===== config.mk =====
export PLATFORM = sky130hd
export DESIGN_NAME = ecap_top
export DESIGN_NICKNAME = d
export VERILOG_FILES = /design/src/rtl/ecap_pkg.sv /design/src/rtl/cap_qual.sv /design/src/rtl/cap_fifo.sv /design/src/rtl/cap_chan.sv /design/src/rtl/ecap_top.sv
export SDC_FILE = /design/constraint.sdc
export NUM_CORES = 1
export LEC_CHECK = 0
export ABC_CLOCK_PERIOD_IN_PS = 2500
export BUFFER_PORTS_ARGS = -buffer_cell sky130_fd_sc_hd__buf_2
export CAP_MARGIN = 20
export CORE_ASPECT_RATIO = 0.9
export CORE_UTILIZATION = 45
export CTS_CLUSTER_SIZE = 16
export DETAILED_ROUTE_END_ITERATION = 8
export GPL_TIMING_DRIVEN = 1
export PLACE_DENSITY = 0.68
export SLEW_MARGIN = 20
export SYNTH_ARGS = -nofsm -noshare
export SYNTH_HDL_FRONTEND = slang
export SYNTH_HIERARCHICAL = 1
export SYNTH_SLANG_ARGS = --single-unit

===== constraint.sdc =====
create_clock -name clk -period 2.5 [get_ports clk]
set_input_delay 0.5 -clock clk [delete_from_list [all_inputs] [get_ports clk]]
set_output_delay 0.5 -clock clk [all_outputs]
set_load 0.02 [all_outputs]

===== src/rtl/ecap_pkg.sv =====
package ecap_pkg;
    typedef enum logic [1:0] {
        EDGE_OFF  = 2'b00,
        EDGE_RISE = 2'b01,
        EDGE_FALL = 2'b10,
        EDGE_BOTH = 2'b11
    } edge_mode_e;

    // Per-channel control nibble: ien at bit 3, tsel at bit 2, mode at [1:0]
    typedef struct packed {
        logic       ien;
        logic       tsel;
        edge_mode_e mode;
    } chan_cfg_t;

    localparam int CFG_W      = 4;
    localparam int ADDR_CTRL  = 0;
    localparam int ADDR_STAT  = 1;
    localparam int ADDR_FLAG  = 2;
    localparam int ADDR_FIFO0 = 3;
endpackage


===== src/rtl/cap_qual.sv =====
module cap_qual
    import ecap_pkg::*;
(
    input  logic       clk,
    input  logic       rst_n,
    input  logic       pin,
    input  edge_mode_e mode,
    output logic       event_o
);
    typedef struct packed {
        logic s1;
        logic s2;
        logic hold;
        logic lvl;
    } qual_st_t;

    qual_st_t q_q, q_d;
    logic rise, fall;

    always_comb begin
        q_d      = q_q;
        q_d.s1   = pin;
        q_d.s2   = q_q.s1;
        q_d.hold = q_q.s2;
        if (q_q.s2 == q_q.hold) begin
            q_d.lvl = q_q.s2;
        end
        rise = q_d.lvl & ~q_q.lvl;
        fall = ~q_d.lvl & q_q.lvl;
        case (mode)
            EDGE_RISE: event_o = rise;
            EDGE_FALL: event_o = fall;
            EDGE_BOTH: event_o = rise | fall;
            default:   event_o = 1'b0;
        endcase
    end

    always_ff @(posedge clk or negedge rst_n) begin
        if (!rst_n) begin
            q_q <= '0;
        end else begin
            q_q <= q_d;
        end
    end

    // a disabled channel never reports an edge
    p_off_silent_r4: assert property (@(posedge clk) disable iff (!rst_n)
        (mode == EDGE_OFF) |-> !event_o);

    // an edge is only reported when the last two synced samples agree
    p_hold_two_r2: assert property (@(posedge clk) disable iff (!rst_n)
        event_o |-> (q_q.s2 == q_q.hold));
endmodule


===== src/rtl/cap_fifo.sv =====
module cap_fifo #(
    parameter int W     = 16,
    parameter int DEPTH = 2,
    localparam int CW   = $clog2(DEPTH + 1)
) (
    input  logic          clk,
    input  logic          rst_n,
    input  logic          push,
    input  logic [W-1:0]  din,
    input  logic          pop,
    input  logic          ovf_clr,
    output logic [W-1:0]  dout,
    output logic [CW-1:0] cnt,
    output logic          ovf
);
    localparam int NXT = (DEPTH > 1) ? 1 : 0;

    typedef struct packed {
        logic [DEPTH-1:0][W-1:0] mem;
        logic [CW-1:0]           cnt;
        logic                    ovf;
    } fifo_st_t;

    fifo_st_t f_q, f_d;

    always_comb begin
        f_d = f_q;
        if (pop && (f_q.cnt != '0)) begin
            for (int i = 0; i < DEPTH - 1; i++) begin
                f_d.mem[i] = f_q.mem[i+1];
            end
            f_d.cnt = f_q.cnt - CW'(1);
        end
        if (ovf_clr) begin
            f_d.ovf = 1'b0;
        end
        if (push) begin
            if (f_d.cnt == CW'(DEPTH)) begin
                for (int i = 0; i < DEPTH - 1; i++) begin
                    f_d.mem[i] = f_d.mem[i+1];
                end
                f_d.mem[DEPTH-1] = din;
                f_d.ovf          = 1'b1;
            end else begin
                for (int i = 0; i < DEPTH; i++) begin
                    if (f_d.cnt == CW'(i)) begin
                        f_d.mem[i] = din;
                    end
                end
                f_d.cnt = f_d.cnt + CW'(1);
            end
        end
    end

    always_ff @(posedge clk or negedge rst_n) begin
        if (!rst_n) begin
            f_q <= '0;
        end else begin
            f_q <= f_d;
        end
    end

    assign dout = (f_q.cnt != '0) ? f_q.mem[0] : '0;
    assign cnt  = f_q.cnt;
    assign ovf  = f_q.ovf;

    p_cnt_bound_r6: assert property (@(posedge clk) disable iff (!rst_n)
        cnt <= CW'(DEPTH));

    p_full_push_r7: assert property (@(posedge clk) disable iff (!rst_n)
        (push && !pop && cnt == CW'(DEPTH)) |=> (ovf && cnt == CW'(DEPTH)));

    p_empty_pop_r6: assert property (@(posedge clk) disable iff (!rst_n)
        (pop && !push && cnt == '0) |=> (cnt == '0 && dout == '0));

    p_pop_shift_r6: assert property (@(posedge clk) disable iff (!rst_n)
        (pop && !push && cnt == CW'(DEPTH)) |=> (dout == $past(f_q.mem[NXT])));
endmodule


===== src/rtl/cap_chan.sv =====
module cap_chan
    import ecap_pkg::*;
#(
    parameter int TW    = 16,
    parameter int DEPTH = 2,
    localparam int CW   = $clog2(DEPTH + 1)
) (
    input  logic          clk,
    input  logic          rst_n,
    input  logic          pin,
    input  chan_cfg_t     cfg,
    input  logic [TW-1:0] tmr_a,
    input  logic [TW-1:0] tmr_b,
    input  logic          pop,
    input  logic          ovf_clr,
    input  logic          flag_clr,
    output logic [TW-1:0] dout,
    output logic [CW-1:0] cnt,
    output logic          ovf,
    output logic          flag,
    output logic          irq
);
    typedef struct packed {
        logic flag;
    } chan_st_t;

    chan_st_t c_q, c_d;
    logic          hit;
    logic [TW-1:0] stamp;

    cap_qual u_qual (
        .clk     (clk),
        .rst_n   (rst_n),
        .pin     (pin),
        .mode    (cfg.mode),
        .event_o (hit)
    );

    assign stamp = cfg.tsel ? tmr_b : tmr_a;

    cap_fifo #(.W(TW), .DEPTH(DEPTH)) u_fifo (
        .clk     (clk),
        .rst_n   (rst_n),
        .push    (hit),
        .din     (stamp),
        .pop     (pop),
        .ovf_clr (ovf_clr),
        .dout    (dout),
        .cnt     (cnt),
        .ovf     (ovf)
    );

    always_comb begin
        c_d = c_q;
        if (flag_clr) begin
            c_d.flag = 1'b0;
        end
        if (hit) begin
            c_d.flag = 1'b1;
        end
    end

    always_ff @(posedge clk or negedge rst_n) begin
        if (!rst_n) begin
            c_q <= '0;
        end else begin
            c_q <= c_d;
        end
    end

    assign flag = c_q.flag;
    assign irq  = c_q.flag & cfg.ien;

    p_flag_set_r9: assert property (@(posedge clk) disable iff (!rst_n)
        hit |=> flag);

    p_irq_masked_r9: assert property (@(posedge clk) disable iff (!rst_n)
        !cfg.ien |-> !irq);
endmodule


===== src/rtl/ecap_top.sv =====
module ecap_top
    import ecap_pkg::*;
#(
    parameter int NCH   = 3,
    parameter int TW    = 16,
    parameter int DEPTH = 2,
    parameter int AW    = 3,
    localparam int CW   = $clog2(DEPTH + 1)
) (
    input  logic           clk,
    input  logic           rst_n,
    input  logic [NCH-1:0] cap_pin,
    input  logic [TW-1:0]  tmr_a,
    input  logic [TW-1:0]  tmr_b,
    input  logic           reg_en,
    input  logic           reg_we,
    input  logic [AW-1:0]  reg_addr,
    input  logic [TW-1:0]  reg_wdata,
    output logic [TW-1:0]  reg_rdata,
    output logic [NCH-1:0] irq
);
    // Layout assumes NCH*CFG_W <= TW and CW <= 2 (status field: count, then overflow).
    typedef struct packed {
        chan_cfg_t [NCH-1:0] cfg;
    } top_st_t;

    top_st_t t_q, t_d;

    logic [NCH-1:0][TW-1:0] ch_dout;
    logic [NCH-1:0][CW-1:0] ch_cnt;
    logic [NCH-1:0]         ch_ovf;
    logic [NCH-1:0]         ch_flag;
    logic [NCH-1:0]         ch_pop;
    logic [NCH-1:0]         ch_ovf_clr;
    logic [NCH-1:0]         ch_flag_clr;

    logic wr_ctrl, wr_stat, wr_flag;

    assign wr_ctrl = reg_en && reg_we && (reg_addr == AW'(ADDR_CTRL));
    assign wr_stat = reg_en && reg_we && (reg_addr == AW'(ADDR_STAT));
    assign wr_flag = reg_en && reg_we && (reg_addr == AW'(ADDR_FLAG));

    for (genvar n = 0; n < NCH; n++) begin : g_ch
        assign ch_pop[n]      = reg_en && !reg_we && (reg_addr == AW'(ADDR_FIFO0 + n));
        assign ch_ovf_clr[n]  = wr_stat && reg_wdata[CFG_W*n + 2];
        assign ch_flag_clr[n] = wr_flag && reg_wdata[n];

        cap_chan #(.TW(TW), .DEPTH(DEPTH)) u_chan (
            .clk      (clk),
            .rst_n    (rst_n),
            .pin      (cap_pin[n]),
            .cfg      (t_q.cfg[n]),
            .tmr_a    (tmr_a),
            .tmr_b    (tmr_b),
            .pop      (ch_pop[n]),
            .ovf_clr  (ch_ovf_clr[n]),
            .flag_clr (ch_flag_clr[n]),
            .dout     (ch_dout[n]),
            .cnt      (ch_cnt[n]),
            .ovf      (ch_ovf[n]),
            .flag     (ch_flag[n]),
            .irq      (irq[n])
        );
    end

    always_comb begin
        t_d = t_q;
        if (wr_ctrl) begin
            for (int n = 0; n < NCH; n++) begin
                t_d.cfg[n] = chan_cfg_t'(reg_wdata[CFG_W*n +: CFG_W]);
            end
        end
    end

    always_ff @(posedge clk or negedge rst_n) begin
        if (!rst_n) begin
            t_q <= '0;
        end else begin
            t_q <= t_d;
        end
    end

    always_comb begin
        reg_rdata = '0;
        if (reg_addr == AW'(ADDR_CTRL)) begin
            for (int n = 0; n < NCH; n++) begin
                reg_rdata[CFG_W*n +: CFG_W] = t_q.cfg[n];
            end
        end else if (reg_addr == AW'(ADDR_STAT)) begin
            for (int n = 0; n < NCH; n++) begin
                reg_rdata[CFG_W*n +: CW]  = ch_cnt[n];
                reg_rdata[CFG_W*n + 2]    = ch_ovf[n];
            end
        end else if (reg_addr == AW'(ADDR_FLAG)) begin
            reg_rdata[NCH-1:0] = ch_flag;
        end else begin
            for (int n = 0; n < NCH; n++) begin
                if (reg_addr == AW'(ADDR_FIFO0 + n)) begin
                    reg_rdata = ch_dout[n];
                end
            end
        end
    end

    p_ctrl_readback_r4: assert property (@(posedge clk) disable iff (!rst_n)
        wr_ctrl |=> (t_q.cfg == $past(reg_wdata[NCH*CFG_W-1:0])));
endmodule


== Word level (Yosys, flattened, before mapping) ==
Index checks and enable logic that the tools add are counted.
Cells by class
  eq/ne operators: 23
  muxes and demuxes: 55
  add/sub/neg operators: 6
  reductions and logical operators: 34
  shift operators: 0
  $lt $le $gt $ge: 0
  div/mod/pow operators: 0
  bitwise logic cells: 18
  multipliers: 0
Operators with widths (count)
  two-way mux 16 bit: 15
  two-way mux 32 bit: 3
  two-way mux 19 bit: 3
  two-way mux 18 bit: 3
  == test 2 bit, second input constant: 9
  nonzero test 2 bit: 9
  logical AND 1 bit: 17
  two-way mux 1 bit: 17
  two-way mux 13 bit: 1
  == test 2 x 1 -> 1 bit, second input constant: 6
  two-way mux 12 bit: 1
  two-way mux 3 bit: 4
  bitwise AND 1 bit: 9
  case mux 1 bit (3 select lines): 3
  adder 2 x 1 -> 2 bit, second input constant: 3
  == test 3 x 2 -> 1 bit, second input constant: 2
  == test 3 bit, second input constant: 2
  logical NOT 2 bit: 3
  two-way mux 2 bit: 3
  NOT 1 bit: 6
  AND reduction 2 bit: 3
  subtractor 2 x 1 -> 2 bit, second input constant: 3
  two-way mux 5 bit: 1
  two-way mux 4 bit: 1
  5 further kinds: 9
Storage, ports and cells
  memory bits (read-only): 0
  register bits: 132
  input port bits: 58
  bits in latches: 0
  RAM bits: 0
  memories: 0
  logic and storage cells: 172

== Depth between registers and ports, before layout ==
Gate-level depths: netlist (run 1).
  word-level depth: 9
  mapped depth: 15
  mapped depth without buffers: 10

== Cells and area by module ==
Netlist (run 1), hierarchy kept.
By module, submodules not included
  cap_fifo: cells each 183, sequential area each 875.8 µm², instances 3, area an instance 1869.3 µm²
  ecap_top: cells each 111, sequential area each 300.3 µm², instances 1, area an instance 1198.6 µm²
  cap_chan: cells each 22, sequential area each 25.0 µm², instances 3, area an instance 291.5 µm²
  cap_qual: cells each 12, sequential area each 100.1 µm², instances 3, area an instance 163.9 µm²

== Worst setup path before layout (run 1) ==
OpenSTA, ideal clock, no wires.
  kind: input-to-reg
  start: in reg_addr[2]
  end: reg g_ch[0].u_chan/u_fifo/f_q[10] (netlist bit)
  data required time: 2433 ps
  buffers on the path: 6
  setup time: 67 ps
  stages on the path: 14
  arrival time: 2685 ps
  path slack: -252 ps
  cell sequence: buf_2 -> buf_2 -> nor4b_1 -> nand2b_1 -> buf_6 -> buf_6 -> a21oi_2 -> inv_1 -> ha_1 -> or2_1 -> buf_2 -> buf_2 -> a22o_1 -> nand2_1
RTL lines
  start, declared: line ecap_top.sv:17  | input logic [AW-1:0] reg_addr,
  end signal, assigned: line cap_fifo.sv:57  | f_q <= '0;
  end signal, assigned: line cap_fifo.sv:59  | f_q <= f_d;
  end, declared: line cap_fifo.sv:24  | fifo_st_t f_q, f_d;

==> results.sh, run 1 <==
export IMPL_outcome="complete, no violations"
export IMPL_async_flop_share=1.00
export IMPL_setup_slack_ns=0.00601
export IMPL_critPathArrivalTime_ns=1.99
export IMPL_cts_hold_buf=0
export IMPL_layout_common_cells="nand2_1, dfrtp_1, mux2_2"
export IMPL_wl_met1_mm=10.0
export IMPL_post_route_cells_drive_above_1_share=0.362
export IMPL_holdCritPathClass="primary input to asynchronous set/reset pin"
export IMPL_numCtsBuffers=17
export IMPL_area_of_the_mapped_netlist_um2=8170
export IMPL_power_total_mw=11.5
export IMPL_min_period_ns=2.49
export IMPL_grt_first_pass_wirelength_mm=33.7
export IMPL_initial_antenna_violation_count=0
export IMPL_dp_cells=1063
export IMPL_top_layer="met4"
export IMPL_globalRouteOverflowTotal=0
export IMPL_routed_wl_mm=22.0
export IMPL_vdd_ir_drop_worst_v=0.000409
export IMPL_number_of_buffers_added_on_ports=72
export IMPL_design_final_nets=917
export IMPL_dpl_hpwl_mm=15.8
export IMPL_clk_insertion_delay_late_ns=0.43
export IMPL_netlist_instances=762
export IMPL_timing_critical_path_from_type="flip-flop"
export IMPL_yosysSeqAreaShare=0.404
export IMPL_end_kind="primary output"
export IMPL_fin_skew_ns=0.00868
export IMPL_path_clk_slew_ns=0.06
export IMPL_grt_setup_unrepaired="true"
export IMPL_routed_via_density=5.63
export IMPL_grt_pass1_vias=6001
export IMPL_core_um2=17700
export IMPL_die_h_um=130
export IMPL_power_per_cell_area_nw_per_um2=1180
export IMPL_clock_sinks=132
export IMPL_ant_nets=0
export IMPL_detailedRoute_firstIterationViolations=439
export IMPL_n_antenna_cell=0
export IMPL_maxSlewHeadroom=0.687
export IMPL_final_setup_tns_ns=0
export IMPL_root_buffer="clkbuf_16"
export IMPL_fp_dieW_um=144
export IMPL_holdWs_ns=0.0145
export IMPL_stdcell_area_um2=9750
export IMPL_layout_cells_non_filler=1099
export IMPL_dr_total_vias=6183
export IMPL_ys_warnings_count=6
export IMPL_critPathRequiredTime_ns=2.00
export IMPL_cts_tree="yes"
export IMPL_finalSetupViolCount=0
export IMPL_worst_r2r_src="g_ch[2].u_chan/u_qual/q_q[0]"
export IMPL_launching_element_of_the_worst_setup_path="g_ch[1].u_chan/u_fifo/cnt[1]"
export IMPL_placed_area_um2=9010
export IMPL_areaGrowthSynthToFinish_pct=19.3
export IMPL_grt_use_total=0.246
export IMPL_max_cap_violations=0
export IMPL_synth_seq_cells=132
export IMPL_total_leakage_power_nw=4.68
export IMPL_hold_viol_final=0
export IMPL_period_share=0.998
export IMPL_number_of_buffers_on_the_longest_clock_path=2
export IMPL_remaining_drc_errors=0
export IMPL_fmaxAchievable_mhz=401
export IMPL_routabilityCongestion=0.870
export IMPL_dp_worst_setup_slack_ns=-0.00735
export IMPL_detailed_routed_wire_length_on_met3_mm=1.21
export IMPL_worstPathMaxFanout=6
export IMPL_layout_cells_most_common="nand2_1"
export IMPL_worst_path_largest_cell_delay_ns=0.37
export IMPL_cts_htree_levels=4
export IMPL_num_fill_cells=1537
export IMPL_synth_main_ff_cell="dfrtp_1"
export IMPL_fin_util=0.552
export IMPL_synthesis_area_per_instance_um2=10.7
export IMPL_starting_density_of_the_core=0.463
export IMPL_grt_max_degree=51
export IMPL_wl_met2_mm=9.98
export IMPL_slew_at_the_pin_closest_to_its_max_slew_limit_ns=0.469
export IMPL_slowest_stage="dfrtp_1"
export IMPL_critical_path_cell_chain="inv_2 -> ha_4 -> buf_6 -> and2b_1 -> mux2i_1 -> o21a_1 -> a221oi_2 -> buf_4"
export IMPL_drtPass1Iterations=5
export IMPL_floorplan_die_area_um2=18700
export IMPL_netlist_cell_type_count=41
export IMPL_synth_edff_count=0
export IMPL_setup_worst_path_class="flip-flop to primary output"
export IMPL_floorplan_io_pins=77
export IMPL_drt_wirelength_per_cell_um=20.0
export IMPL_placement_row_count=46
export IMPL_synthesis_nets=832
export IMPL_final_number_of_max_transition_violations=0
[layer usage]
metal	GRT usage	up-vias
met5	0	-
met4	0.120	0
met3	0.0481	35
met2	0.379	190
met1	0.331	3054
li1	-	2904
[area by class of cell]
type                       count  area, µm²  share of cell area
timing repair buffer         133        991               0.102
clock inverter                12        133              0.0136
sequential                   132       3300               0.339
inverter                      21       78.8             0.00809
tap                          240        300              0.0308
multi-input combinational    542       4500               0.462
clock buffer                  19        443              0.0454
[repair_timing]
item | in CTS | in global routing
endpoints found under the hold margin | 0 | 0
resized for setup | 19 | 12
pin swaps | 3 | 3
setup endpoints to repair | 16 | 12
setup buffers | 3 | 2
[power breakdown]
| group | switching [mW] | internal, mW | total [mW] | leakage (nW) |
|---|---|---|---|---|
| Sequential | 0.601 | 3.04 | 3.65 | 1.59 |
| Combinational | 2.66 | 2.71 | 5.37 | 2.83 |
| Clock | 0.971 | 1.49 | 2.46 | 0.263 |
[cells by family (layout without fill, tap and decap cells)]
family,after synthesis,in the layout,share of synthesized area
buffers and inverters,88,185,0.0677
adder cells (fa/ha/maj),18,18,0.0257
flip-flops,132,132,0.404
AO/OA/AOI/OAI,139,139,0.141
XOR/XNOR,3,3,0.00322
AND/OR/NAND/NOR,237,237,0.146
multiplexers,145,145,0.213
[state kept, by name, indices dropped and copies added (netlist names)]
name and count:
t_q 12, g_ch.u_chan/u_fifo/f_q 96, g_ch.u_chan/flag 3, g_ch.u_chan/u_qual/q_q 6, g_ch.u_chan/u_fifo/cnt 6, g_ch.u_chan/u_fifo/ovf 3, g_ch.u_chan/u_qual/q_d 6
[cell usage after synthesis, types with 4 or more instances]
master       n  area [µm²]
o22ai_1      6        37.5
nor2b_1     33         206
nand2_1    136         510
a21o_1      12        90.1
mux2_2      71         800
or2_1        4        25.0
nand2b_1     8        50.1
o2bb2ai_1    7        61.3
a32oi_1     45         394
mux2_4      40         601
clkbuf_1    14        52.6
buf_12       4        80.1
inv_1       21        78.8
a21oi_1      6        30.0
buf_6       11         124
dfrtp_1    132        3300
ha_1        12         150
mux2i_1     34         340
a22o_1      45         394
and2b_1     18         135
and2_1       9        56.3
buf_4       11        82.6
nor2_1      12        45.0
maj3_1       6        60.1
buf_2       27         135
[final timing paths]
path | cells after the start | slack [ns] | to
min reg2reg | 0 | 0.35 | g_ch[0].u_chan/u_qual/q_d[1]
max | 8 | 0.006 | reg_rdata[1]
max in group asynchronous | 2 | 1.84 | g_ch[2].u_chan/u_fifo/ovf
max reg2reg | 7 | 0.14 | g_ch[2].u_chan/u_fifo/f_q[12]
min | 1 | 0.01 | g_ch[0].u_chan/u_qual/q_q[0]
min in group clk | 1 | 0.18 | g_ch[0].u_chan/u_qual/q_d[2]
[worst max-delay path, delay by kind of cell, from the launching register on]
kind	cells	cell delay, ns
multiplexers	1	0.07
AO/OA/AOI/OAI	2	0.40
buffers and inverters	3	0.37
adder cells (fa/ha/maj)	1	0.17
flip-flops	1	0.37
AND/OR/NAND/NOR	1	0.17
No activity file was read; power rests on OpenSTA's default activity.
==> inputs of run 2 (changes only) <==
- CORE_ASPECT_RATIO: 0.9 -> 0.7
- PLACE_DENSITY: 0.68 -> not set
- PLACE_DENSITY_LB_ADDON: not set -> 0.2
==> run 2 against run 1 <==
The flow now finishes with violations (setup timing). Die area is essentially flat. Via count grew 3.4%. Sequential share of layout area shrank 0.63 points. First-iteration DRC count shrank 11%. Design area grew 1.9%. Critical endpoint is now reg_rdata[2].
==> results.sh, run 2 (same netlist as run 1, synthesis figures left out) <==
export IMPL_outcome="finished, violations left"
export IMPL_violations="setup timing"
export IMPL_drtPass1Iterations=5
export IMPL_post_route_cells_drive_above_1_share=0.384
export IMPL_design_final_nets=924
export IMPL_n_antenna_cell=0
export IMPL_num_fill_cells=1453
export IMPL_areaGrowthSynthToFinish_pct=21.5
export IMPL_finalSetupViolCount=7
export IMPL_max_reg_flops=96
export IMPL_initial_antenna_violation_count=0
export IMPL_timing_critical_path_buf_inv=3
export IMPL_routabilityCongestion=0.883
export IMPL_power_per_cell_area_nw_per_um2=1200
export IMPL_fp_dieW_um=163
export IMPL_holdWs_ns=0.174
export IMPL_period_share=1.04
export IMPL_remaining_drc_errors=0
export IMPL_top_register="g_ch.u_chan/u_fifo/f_q"
export IMPL_die_h_um=115
export IMPL_grt_first_pass_wirelength_mm=36.1
export IMPL_layout_cells_most_common="nand2_1"
export IMPL_root_buffer="clkbuf_16"
export IMPL_number_of_buffers_on_the_longest_clock_path=2
export IMPL_maxSlewHeadroom=0.551
export IMPL_clk_insertion_delay_late_ns=0.43
export IMPL_layout_common_cells="nand2_1, dfrtp_1, mux2_2"
export IMPL_stdcell_area_um2=9930
export IMPL_dpl_hpwl_mm=16.8
export IMPL_clock_sinks=132
export IMPL_worstPathMaxFanout=4
export IMPL_fin_skew_ns=0.0129
export IMPL_layout_top_registers="g_ch.u_chan/u_fifo/f_q (96), t_q (12)"
export IMPL_end_kind="primary output"
export IMPL_vdd_ir_drop_worst_v=0.000525
export IMPL_detailedRoute_firstIterationViolations=391
export IMPL_setup_worst_path_class="flip-flop to primary output"
export IMPL_cts_htree_levels=4
export IMPL_starting_density_of_the_core=0.468
export IMPL_timing_critical_path_from_type="flip-flop"
export IMPL_total_leakage_power_nw=4.75
export IMPL_grt_use_total=0.259
export IMPL_critical_path_cell_chain="inv_2 -> ha_4 -> buf_6 -> and2b_1 -> mux2i_2 -> o21a_1 -> a221oi_2 -> buf_4"
export IMPL_hold_viol_final=0
export IMPL_min_period_ns=2.59
export IMPL_number_of_buffers_added_on_ports=72
export IMPL_placement_row_count=40
export IMPL_floorplan_io_pins=77
export IMPL_routed_wl_mm=23.1
export IMPL_core_um2=17500
export IMPL_critPathRequiredTime_ns=2.00
export IMPL_cts_tree="yes"
export IMPL_grt_max_degree=55
export IMPL_globalRouteOverflowTotal=0
export IMPL_final_number_of_max_transition_violations=0
export IMPL_setup_slack_ns=-0.0915
export IMPL_placed_area_um2=8970
export IMPL_numCtsBuffers=17
export IMPL_floorplan_die_area_um2=18700
export IMPL_holdCritPathClass="primary input to flip-flop"
export IMPL_critPathArrivalTime_ns=2.09
export IMPL_path_clk_slew_ns=0.06
export IMPL_dr_total_vias=6395
export IMPL_drt_wirelength_per_cell_um=21.1
export IMPL_max_cap_violations=0
export IMPL_ant_nets=0
export IMPL_worst_path_largest_cell_delay_ns=0.38
export IMPL_fmaxAchievable_mhz=386
export IMPL_slew_at_the_pin_closest_to_its_max_slew_limit_ns=0.672
export IMPL_routed_via_density=5.82
export IMPL_critical_path_top_delay_family="compound AO/OA/AOI/OAI gates"
export IMPL_slowest_stage="dfrtp_1"
export IMPL_grt_setup_unrepaired="true"
export IMPL_grt_pass1_vias=6508
run 2: cell count changes in the layout (fill, tap and decap cells not counted), sizes merged:
| cell | change |
|---|---|
| clkbuf | -1 |
| bufinv | -1 |
| dlygate4sd3 | +1 |
| clkinvlp | -2 |
| buf | +6 |
| inv | +6 |
| clkinv | -1 |
run 2: repair_timing:
action | in CTS | in global routing
gates resized for setup | 40 | 37
hold endpoints to repair | 34 | 0
pin swaps | 6 | 11
buffers inserted | 7 | 5
hold buffers | 1 | 0
cloned | 1 | 0
setup endpoints to repair | 61 | 34
run 2: final cells by class:
type | instances | area (µm²) | area share
clock buffer | 18 | 429 | 0.0432
clock inverter | 14 | 144 | 0.0145
inverter | 21 | 78.8 | 0.00794
multi-input combinational | 542 | 4590 | 0.462
sequential | 132 | 3300 | 0.333
tap | 231 | 289 | 0.0291
timing repair buffer | 140 | 1100 | 0.110
run 2: metrics by stage:
step / std cells / power, mW / setup WS (ns) / utilization / TNS [ns]
2_1_floorplan: 762 / 7.19 / 0.000918 / - / 0
3_3_place_gp: 1053 / 8.58 / -0.460 / 0.513 / -18.30
3_5_place_dp: 1053 / 8.80 / -0.664 / 0.513 / -24.28
4_1_cts: 1094 / 11.6 / -0.0999 / 0.558 / -0.282
5_1_grt: 1098 / 12.6 / -0.161 / 0.569 / -0.871
6_report: 1098 / 11.9 / -0.0915 / 0.569 / -0.252
run 2: where the power goes:
group	internal [mW]	switching, mW
clock	1.40	1.06
sequential	3.04	0.667
combinational	2.92	2.83
run 2: worst reg2reg max path, delay by kind of cell (launching register included):
family / cells / cell delay, ns
flops: 1 / 0.41
buf+inv: 1 / 0.23
compound gates: 2 / 0.55
fa+ha+maj: 2 / 0.64
simple gates: 3 / 0.48
run 2: final timing paths:
| path | startpoint | endpoint | slack (ns) | cells past startpoint |
|---|---|---|---|---|
| worst min register to register | g_ch[0].u_chan/u_qual/q_d[2] | g_ch[0].u_chan/u_qual/q_d[1] | 0.35 | 0 |
| min in group asynchronous | rst_n | g_ch[0].u_chan/u_qual/q_q[0] | 0.53 | 2 |
| worst max-delay path | g_ch[1].u_chan/u_fifo/cnt[0] | reg_rdata[2] | -0.09 | 8 |
| worst max register to register | g_ch[0].u_chan/u_qual/q_q[0] | g_ch[0].u_chan/u_fifo/f_q[7] | 0.12 | 8 |
| max in group asynchronous | rst_n | g_ch[2].u_chan/u_fifo/f_q[8] | 1.30 | 3 |
| worst min-delay path | cap_pin[0] | g_ch[0].u_chan/u_qual/q_d[2] | 0.17 | 1 |
run 2: metal layers:
metal	GRT usage	wire length, µm	up-vias
met3	0.0620	1430	40
met5	0	0	-
li1	-	-	2916
met1	0.354	10700	3208
met2	0.400	10500	231
met4	0.0928	540	0
